**src/rtl/gpb_pkg.sv**
```systemverilog
package gpb_pkg;
  localparam int NUM_CTL = 8;

  typedef enum logic [3:0] {
    CTL_OVAL = 4'd0,
    CTL_OE   = 4'd1,
    CTL_OD   = 4'd2,
    CTL_IE   = 4'd3,
    CTL_IINV = 4'd4,
    CTL_OINV = 4'd5,
    CTL_PU   = 4'd6,
    CTL_PD   = 4'd7,
    CTL_INRD = 4'd8,
    CTL_NONE = 4'd15
  } ctl_sel_e;

  typedef struct packed {
    logic     hit;
    logic     high;
    ctl_sel_e sel;
  } dec_t;
endpackage

```
**src/rtl/gpb_regdec.sv**
```systemverilog
module gpb_regdec #(
  parameter int ADDR_W   = 8,
  parameter int HIGH_BIT = 7
) (
  input  logic [ADDR_W-1:0] addr,
  output gpb_pkg::dec_t     dec
);
  import gpb_pkg::*;
  localparam int IDX_W   = HIGH_BIT - 2;
  localparam int LAST_IX = 8;

  logic [IDX_W-1:0] idx;
  logic             upper_zero;

  always_comb begin
    idx        = addr[HIGH_BIT-1:2];
    upper_zero = 1'b1;
    for (int b = HIGH_BIT + 1; b < ADDR_W; b++) begin
      if (addr[b]) upper_zero = 1'b0;
    end
    dec.high = addr[HIGH_BIT];
    dec.hit  = upper_zero && (addr[1:0] == 2'b00) && (idx <= IDX_W'(LAST_IX));
    dec.sel  = dec.hit ? ctl_sel_e'(idx[3:0]) : CTL_NONE;
  end
endmodule

```
**src/rtl/gpb_bank.sv**
```systemverilog
module gpb_bank #(
  parameter int BANK_W = 16
) (
  input  logic                                      clk,
  input  logic                                      rst,
  input  logic                                      we,
  input  gpb_pkg::ctl_sel_e                         sel,
  input  logic [2*BANK_W-1:0]                       wdata,
  output logic [gpb_pkg::NUM_CTL-1:0][BANK_W-1:0]   ctl_q
);
  import gpb_pkg::*;

  logic [BANK_W-1:0] set_m, clr_m;
  assign set_m = wdata[BANK_W-1:0];
  assign clr_m = wdata[2*BANK_W-1:BANK_W];

  // Clear is applied after set, so clear wins on a collision.
  always_ff @(posedge clk) begin
    if (rst) begin
      ctl_q <= '0;
    end else begin
      for (int c = 0; c < NUM_CTL; c++) begin
        if (we && (sel == ctl_sel_e'(c))) begin
          ctl_q[c] <= (ctl_q[c] | set_m) & ~clr_m;
        end
      end
    end
  end
endmodule

```
**src/rtl/gpb_pin.sv**
```systemverilog
module gpb_pin (
  input  logic clk,
  input  logic rst,
  input  logic oval,
  input  logic oe,
  input  logic od,
  input  logic ie,
  input  logic iinv,
  input  logic oinv,
  input  logic pu,
  input  logic pd,
  input  logic pad_in,
  output logic pad_out,
  output logic pad_oe,
  output logic pad_pu,
  output logic pad_pd,
  output logic in_val
);
  logic drive_v;
  logic sync1, sync2;

  assign drive_v = oval ^ oinv;

  always_ff @(posedge clk) begin
    if (rst) begin
      pad_out <= 1'b0;
      pad_oe  <= 1'b0;
      pad_pu  <= 1'b0;
      pad_pd  <= 1'b0;
      sync1   <= 1'b0;
      sync2   <= 1'b0;
      in_val  <= 1'b0;
    end else begin
      pad_out <= od ? 1'b0 : drive_v;
      pad_oe  <= oe & ~(od & drive_v);
      pad_pu  <= pu;
      pad_pd  <= pd;
      sync1   <= pad_in;
      sync2   <= sync1;
      in_val  <= ie & (sync2 ^ iinv);
    end
  end
endmodule

```
**src/rtl/pinbank_gpio.sv**
```systemverilog
module pinbank_gpio #(
  parameter int BANK_W   = 16,
  parameter int ADDR_W   = 8,
  parameter int HIGH_BIT = 7,
  parameter int NPINS    = 2 * BANK_W,
  parameter int DATA_W   = 2 * BANK_W
) (
  input  logic              clk,
  input  logic              rst,
  input  logic              wr_en,
  input  logic              rd_en,
  input  logic [ADDR_W-1:0] addr,
  input  logic [DATA_W-1:0] wdata,
  output logic [DATA_W-1:0] rdata,
  output logic              rd_valid,
  input  logic [NPINS-1:0]  pad_in,
  output logic [NPINS-1:0]  pad_out,
  output logic [NPINS-1:0]  pad_oe,
  output logic [NPINS-1:0]  pad_pu,
  output logic [NPINS-1:0]  pad_pd
);
  import gpb_pkg::*;
  localparam int NBANK = 2;

  dec_t dec;
  logic [NUM_CTL-1:0][NPINS-1:0] ctl_all;
  logic [NPINS-1:0] in_val;
  logic [NPINS-1:0] ctl_oval, ctl_oe, ctl_od, ctl_oinv, ctl_pu;

  gpb_regdec #(.ADDR_W(ADDR_W), .HIGH_BIT(HIGH_BIT)) u_dec (
    .addr (addr),
    .dec  (dec)
  );

  for (genvar b = 0; b < NBANK; b++) begin : g_bank
    logic [NUM_CTL-1:0][BANK_W-1:0] bctl;
    logic bwe;
    assign bwe = wr_en && dec.hit && (dec.high == 1'(b)) && (dec.sel != CTL_INRD);
    gpb_bank #(.BANK_W(BANK_W)) u_bank (
      .clk   (clk),
      .rst   (rst),
      .we    (bwe),
      .sel   (dec.sel),
      .wdata (wdata),
      .ctl_q (bctl)
    );
    for (genvar c = 0; c < NUM_CTL; c++) begin : g_flat
      assign ctl_all[c][b*BANK_W +: BANK_W] = bctl[c];
    end
  end

  assign ctl_oval = ctl_all[CTL_OVAL];
  assign ctl_oe   = ctl_all[CTL_OE];
  assign ctl_od   = ctl_all[CTL_OD];
  assign ctl_oinv = ctl_all[CTL_OINV];
  assign ctl_pu   = ctl_all[CTL_PU];

  for (genvar p = 0; p < NPINS; p++) begin : g_pin
    gpb_pin u_pin (
      .clk     (clk),
      .rst     (rst),
      .oval    (ctl_all[CTL_OVAL][p]),
      .oe      (ctl_all[CTL_OE][p]),
      .od      (ctl_all[CTL_OD][p]),
      .ie      (ctl_all[CTL_IE][p]),
      .iinv    (ctl_all[CTL_IINV][p]),
      .oinv    (ctl_all[CTL_OINV][p]),
      .pu      (ctl_all[CTL_PU][p]),
      .pd      (ctl_all[CTL_PD][p]),
      .pad_in  (pad_in[p]),
      .pad_out (pad_out[p]),
      .pad_oe  (pad_oe[p]),
      .pad_pu  (pad_pu[p]),
      .pad_pd  (pad_pd[p]),
      .in_val  (in_val[p])
    );
  end

  // Registered read path: bank half in the low bits, zero above.
  logic [BANK_W-1:0] rd_bits;
  logic [NPINS-1:0]  rd_word;

  always_comb begin
    rd_bits = '0;
    rd_word = '0;
    if (dec.hit) begin
      if (dec.sel == CTL_INRD) rd_word = in_val;
      else                     rd_word = ctl_all[dec.sel[2:0]];
      rd_bits = dec.high ? rd_word[NPINS-1:BANK_W] : rd_word[BANK_W-1:0];
    end
  end

  always_ff @(posedge clk) begin
    if (rst) begin
      rdata    <= '0;
      rd_valid <= 1'b0;
    end else begin
      rd_valid <= rd_en;
      rdata    <= rd_en ? {{(DATA_W-BANK_W){1'b0}}, rd_bits} : '0;
    end
  end
endmodule

```
**config.mk**
```make
export PLATFORM = sky130hd
export DESIGN_NAME = pinbank_gpio
export DESIGN_NICKNAME = d
export VERILOG_FILES = /design/src/rtl/gpb_pkg.sv /design/src/rtl/gpb_regdec.sv /design/src/rtl/gpb_bank.sv /design/src/rtl/gpb_pin.sv /design/src/rtl/pinbank_gpio.sv
export SDC_FILE = /design/constraint.sdc
export NUM_CORES = 1
export LEC_CHECK = 0
export BUFFER_PORTS_ARGS = -buffer_cell sky130_fd_sc_hd__buf_2
export CORE_MARGIN = 2
export CORE_UTILIZATION = 45
export CTS_CLUSTER_DIAMETER = 60
export CTS_CLUSTER_SIZE = 12
export DETAILED_ROUTE_END_ITERATION = 12
export MAX_ROUTING_LAYER = met4
export SLEW_MARGIN = 10
export SYNTH_ARGS = -nofsm -noshare
export SYNTH_HDL_FRONTEND = slang
export SYNTH_HIERARCHICAL = 1
export SYNTH_SLANG_ARGS = --single-unit
```
**constraint.sdc**
```tcl
create_clock -name clk -period 8.2 [get_ports clk]
set_clock_uncertainty 0.1 [all_clocks]
set_input_delay 1.23 -clock clk [delete_from_list [all_inputs] [get_ports clk]]
set_output_delay 1.23 -clock clk [all_outputs]
set_load 0.02 [all_outputs]
```
After elaboration in Yosys (flattened, before gate mapping)
Index checks and enable logic that the tools add are counted.
{ "word_totals": {"in_bits": 76, "out_inout_bits": 161, "regBits": 513, "wordCells": 544} }
{ "op_classes": {"eq_ne": 9, "n_bitwise": 228, "mux": 5, "order_cmp": 2, "reduce_logical": 57} }
{ "ops": {"columns": ["cell", "count"], "rows": [
  ["$and A16 B16 Y16", 16],
  ["$or A16 B16 Y16", 16],
  ["$and A1 B1 Y1", 96],
  ["$bmux W32 S3", 1],
  ["$mux W32", 2],
  ["$reduce_or A2 Y1", 32],
  ["$xor A1 B1 Y1", 64],
  ["$not A1 Y1", 35],
  ["$logic_and A1 B1 Y1", 22],
  ["$eq A4 B3 Y1 const B", 4],
  ["$mux W16", 1],
  ["$not A16 Y16", 1],
  ["$eq A4 B2 Y1 const B", 2],
  ["$le A5 B4 Y1 const B", 1],
  ["$eq A4 B1 Y1 const B", 1],
  ["$eq A4 B4 Y1 const B", 1],
  ["$logic_not A4 Y1", 1],
  ["$lt A3 B4 Y1 const B", 1],
  ["$mux W4", 1],
  ["$ne A4 B4 Y1 const B", 1],
  ["$reduce_or A3 Y1", 1],
  ["$logic_not A2 Y1", 1]
]} }

Longest topological paths before layout
{ "logic_depth": {"ltp_word": 7, "mapped_depth": 14, "ltp_nobuf": 8} }

Modules after synthesis
Netlist, hierarchy kept.
{ "modules_own_cells": {"columns": ["module", "cells_per_inst", "area_per_inst_um2", "n_inst"], "rows": [
  ["gpb_bank", 489, 5373.9, 2],
  ["gpb_pin", 17, 214.0, 32],
  ["pinbank_gpio", 335, 3249.4, 1],
  ["gpb_regdec", 11, 81.3, 1]
]} }

Worst setup path after synthesis
No wires, ideal clock.
{ "synth_path": {"kind": "input to register", "startpoint": "input addr[1]", "endpoint": "register g_bank[1].u_bank/ctl_q[10] (netlist name)", "required_time_ns": 8.014, "path_buffers": 6, "setup_slack_ns": 4.225, "path_stages": 14, "arrival_ns": 3.789, "cell_sequence": "nor3_4 -> nand3b_1 -> buf_6 -> or4b_4 -> buf_6 -> buf_6 -> buf_2 -> nand3_1 -> nor2_1 -> nor3b_4 -> and2_1 -> buf_2 -> buf_2 -> a211oi_1"} }
{ "synth_lines": {"columns": ["element", "line_no", "source"], "rows": [
  ["from (decl)", "pinbank_gpio.sv:12", "input logic [ADDR_W-1:0] addr,"],
  ["to (signal, indexed assignment)", "gpb_bank.sv:24", "ctl_q[c] <= (ctl_q[c] | set_m) & ~clr_m;"],
  ["to (decl)", "gpb_bank.sv:9", "output logic [gpb_pkg::NUM_CTL-1:0][BANK_W-1:0] ctl_q"]
]} }

==> summary.md <==
| Metric | Value |
|---|---|
| Reg2Reg Capture Point | `rdata[14]` |
| Post-CTS setup buffer count | `0` |
| CTS tree | `built` |
| Synth Area in XOR/XNOR | `2.68%` |
| NetSw | `1.06 mW` |
| CTS max path bufs | `3` |
| Total CTS buffers | `between 40 and 50` |
| Area of placed instances | `21400 sq um` |
| Upper clock frequency limit | `213 MHz` |
| Slew Viols, Final | `0` |
| Initial DRC Count | `1379` |
| Reg2Reg Launch Point | `g_bank[0].u_bank/ctl_q[14]` |
| Final HPWL DP | `just under 40000 um` |
| Largest family of logic cells by synthesized area | `compound AO/OA/AOI/OAI gates` |
| Worst endpoint required time | `8.52 ns` |
| DRC Markers | `0` |
| Starting Density | `a little under half` |
| Comb pwr share | `4.3%` |
| Fin worst setup slack | `3.50 ns` |
| Max capacitance violation total | `0` |
| Int Pwr | `3.61 mW` |
| Non-filler instance count after layout | `roughly 2.6k` |
| DRT Pass-1 Iters | `7` |
| NumNets Final | `2013` |
| DP Worst Slack | `2.98 ns` |
| Area Overhead vs Synth | `8.55%` |
| Clock slew at reported path FFs | `0.06 ns` |
| Clk pwr share | `a little over two fifths` |
| Mapped Area | `~21000 sq um` |
| IO Count | `around 240` |
| CP Class | `in -> reg` |
| Hold wc startpoint | `g_pin[5].u_pin/sync1` |
| Hold crit path type | `reg -> reg` |
| Via count of the first global-routing pass | `roughly 15k` |
| Status | `complete, no violations` |
| Layout cell share with drive strength beyond 1 | `27.2%` |
| Compound-Gate Fraction of Synth Area | `a little under a quarter` |
| Overall routed net length | `62900 um` |
| Largest net degree at the start of global routing | `between 150 and 200` |
| RePlAce Congestion | `0.933` |
| # setup viols final | `0` |
| Post-detailed-route wirelength per cell | `about 25 um` |
| Setup TNS | `0 ns` |
| DRT antenna net count | `0` |
| Tightest Pin Transition | `1.21 ns` |
| Horiz. Die Dim | `220 um` |
| IO Port Bufs | `220` |
| Arrival time at the worst endpoint | `5.02 ns` |
| Endpoint class of the critical path | `flip-flop` |
| Cell variety after synth | `47` |
| Die area | `just under 50000 sq um` |
| Finished Cell Area | `22700 sq um` |
| Crit path max fanout | `40` |
| R2R depth | `4` |
| Grt total ovfl | `0` |
| Flop pwr share | `52.2%` |
| Vias per cell | `6.14` |
| Crit path time final | `4.70 ns` |
| Clock sink count | `497` |
| Synth Flop Type | `dfxtp_1` |
| Synth area leader | `dfxtp_1` |
| Resized Gates After CTS | `0` |
| Worst rel slew slack | `18.9%` |
| Peak VDD IR | `0.165 mV` |
| Seq/Total Area, Yosys | `47.5%` |
| Share of the synthesized area in the top cell type | `47.5%` |
| Reg2reg setup slack | `6.36 ns` |
| H-tree levels | `2` |
| Hold buffer count at cts | `0` |
| Post-synthesis instance total | `1868` |
| Switching share of power | `22.7%` |
| Final hold vios | `0` |
| Overall power | `4.67 mW` |
| Ranking of synthesized cells by area | `dfxtp_1, a31oi_1, a211oi_2` |
| Post-Synth Simple-Gate Area | `12.0%` |
| Pleak | `between 8 and 9 nW` |
| Period utilization | `57.3%` |
| Placed cells | `between 2k and 2.5k` |
| Hold Path Depth | `1` |
| Number of synthesized flops with an enable pin | `0` |
| Initial antenna violation count | `4` |
| Mean post-synth cell area | `between 10 and 15 sq um` |
| Clk_lat worst skew | `0.59 ns` |
| Synthesized-area fraction occupied by adder cells | `0%` |
| First-pass GRT wire length | `94800 um` |
| Hold-critical path endpoint | `g_pin[5].u_pin/sync2` |
| Synth Register Bits | `~500` |
| Row cnt | `79` |
| Yosys warnings | `6` |
| RSZ-0062 raised after global routing | `false` |
| Core footprint | `46300 sq um` |
| Root Buffer | `clkbuf_16` |
| Pwr Density | `just over 200 nW/um^2` |
| Mux contribution to synthesized area | `6.08%` |
| Worst Setup Start Kind | `input pin` |
| Chip height | `220 um` |
| Fraction of registers with async set/reset | `0%` |
| Total global-route track usage | `26.3%` |
| Via Count | `roughly 16k` |
==> cells by family (layout without fill, tap and decap cells) <==
| group | after synthesis | count (layout) |
|---|---|---|
| multiplexers | 76 | 76 |
| AND/OR/NAND/NOR | 352 | 352 |
| flip-flops | 497 | 497 |
| XOR/XNOR | 64 | 64 |
| buffers and inverters | 234 | 293 |
| AO/OA/AOI/OAI | 644 | 644 |
| other | 1 | 21 |
==> metrics by stage <==
step	utilization, %	hold slack [ns]
2_1_floorplan	-	0.314
3_3_place_gp	46.2	0.324
3_5_place_dp	46.2	0.323
4_1_cts	49.1	0.337
5_1_grt	49.1	0.352
6_report	49.1	0.334
==> worst max-delay path, cell delays in order <==
cell and delay (ns):
buf_2 0.11, o21ai_0 0.08, nand3b_1 0.10, buf_4 0.61
or4b_4 0.52, nand3_1 0.17, nor2_1 0.17, nor3b_4 0.53
buf_4 0.43, and2_1 0.83, a211oi_1 0.19
==> placed cells by master, fill, tap and decap left out, drive strengths merged, types with 3 or more instances in the layout <==
cell type | netlist | final
dfxtp | 497 | 497
a211oi | 264 | 264
a31oi | 256 | 256
buf | 192 | 236
nor2b | 150 | 150
nor3b | 78 | 78
clkbuf | 41 | 50
mux4 | 40 | 40
nand2b | 36 | 36
a21oi | 36 | 36
xor2 | 32 | 32
xnor2 | 32 | 32
and2 | 32 | 32
mux2i | 28 | 28
or2 | 25 | 25
a221oi | 24 | 24
nor2 | 18 | 18
conb | 1 | 16
o21ai | 15 | 15
o31ai | 13 | 13
a221o | 12 | 12
o211ai | 12 | 12
mux2 | 8 | 8
diode | 0 | 5
a211o | 4 | 4
o22ai | 4 | 4
o31a | 4 | 4
nand3b | 3 | 3
==> cell type report <==
type	count	area, sq um
clock inverter	6	90.1
tap	607	759
inverter	1	3.75
timing repair buffer	236	1240
sequential	497	9950
antenna	5	12.5
fill	4268	23500
clock buffer	50	1240
multi-input combinational	1152	9420
==> state kept, by name, summed over array words and instances (netlist names) <==
register,count
rdata,16
g_pin.u_pin/pad_out,32
g_pin.u_pin/sync2,32
g_pin.u_pin/sync1,32
g_bank.u_bank/ctl_q,256
rd_valid,1
g_pin.u_pin/pad_oe,32
g_pin.u_pin/in_val,32
g_pin.u_pin/pad_pu,32
g_pin.u_pin/pad_pd,32
==> synthesized netlist by cell type (36+ instances only) <==
library cell / instances
dfxtp_1: 497
a31oi_1: 256
a211oi_1: 160
nor2b_1: 150
a211oi_2: 104
buf_2: 65
buf_6: 44
nor3b_1: 44
clkbuf_1: 41
mux4_2: 40
a21oi_1: 36
nand2b_1: 36
==> routing by layer <==
layer,share of wire [%],vias up,track usage (%)
li1,-,7100,-
met1,43,7816,34.8
met2,47,644,41.3
met3,6.7,121,4.49
met4,3.0,0,8.21
met5,0,-,-
==> power groups by stage <==
| stage | Clock (mW) | Combinational (mW) | Sequential, mW |
|---|---|---|---|
| after floorplan | 0 | 0.131 | 2.49 |
| after global placement | 0 | 0.197 | 2.49 |
| after detailed placement | 0 | 0.198 | 2.49 |
| after CTS | 2.07 | 0.198 | 2.44 |
| after global routing | 2.17 | 0.211 | 2.44 |
| final | 2.03 | 0.202 | 2.44 |
==> how the worst max path moves through the flow <==
stage	cells past startpoint	slack, ns	start	endpoint
after floorplan	14	4.23	addr[1]	g_bank[1].u_bank/ctl_q[10]
after global placement	11	3.07	addr[5]	g_bank[0].u_bank/ctl_q[18]
after detailed placement	11	2.98	addr[5]	g_bank[0].u_bank/ctl_q[17]
after CTS	11	3.59	addr[5]	g_bank[0].u_bank/ctl_q[31]
after global routing	11	3.29	addr[5]	g_bank[0].u_bank/ctl_q[31]
final	11	3.50	addr[5]	g_bank[0].u_bank/ctl_q[31]
Note: power is estimated with default switching activity, not from simulation.
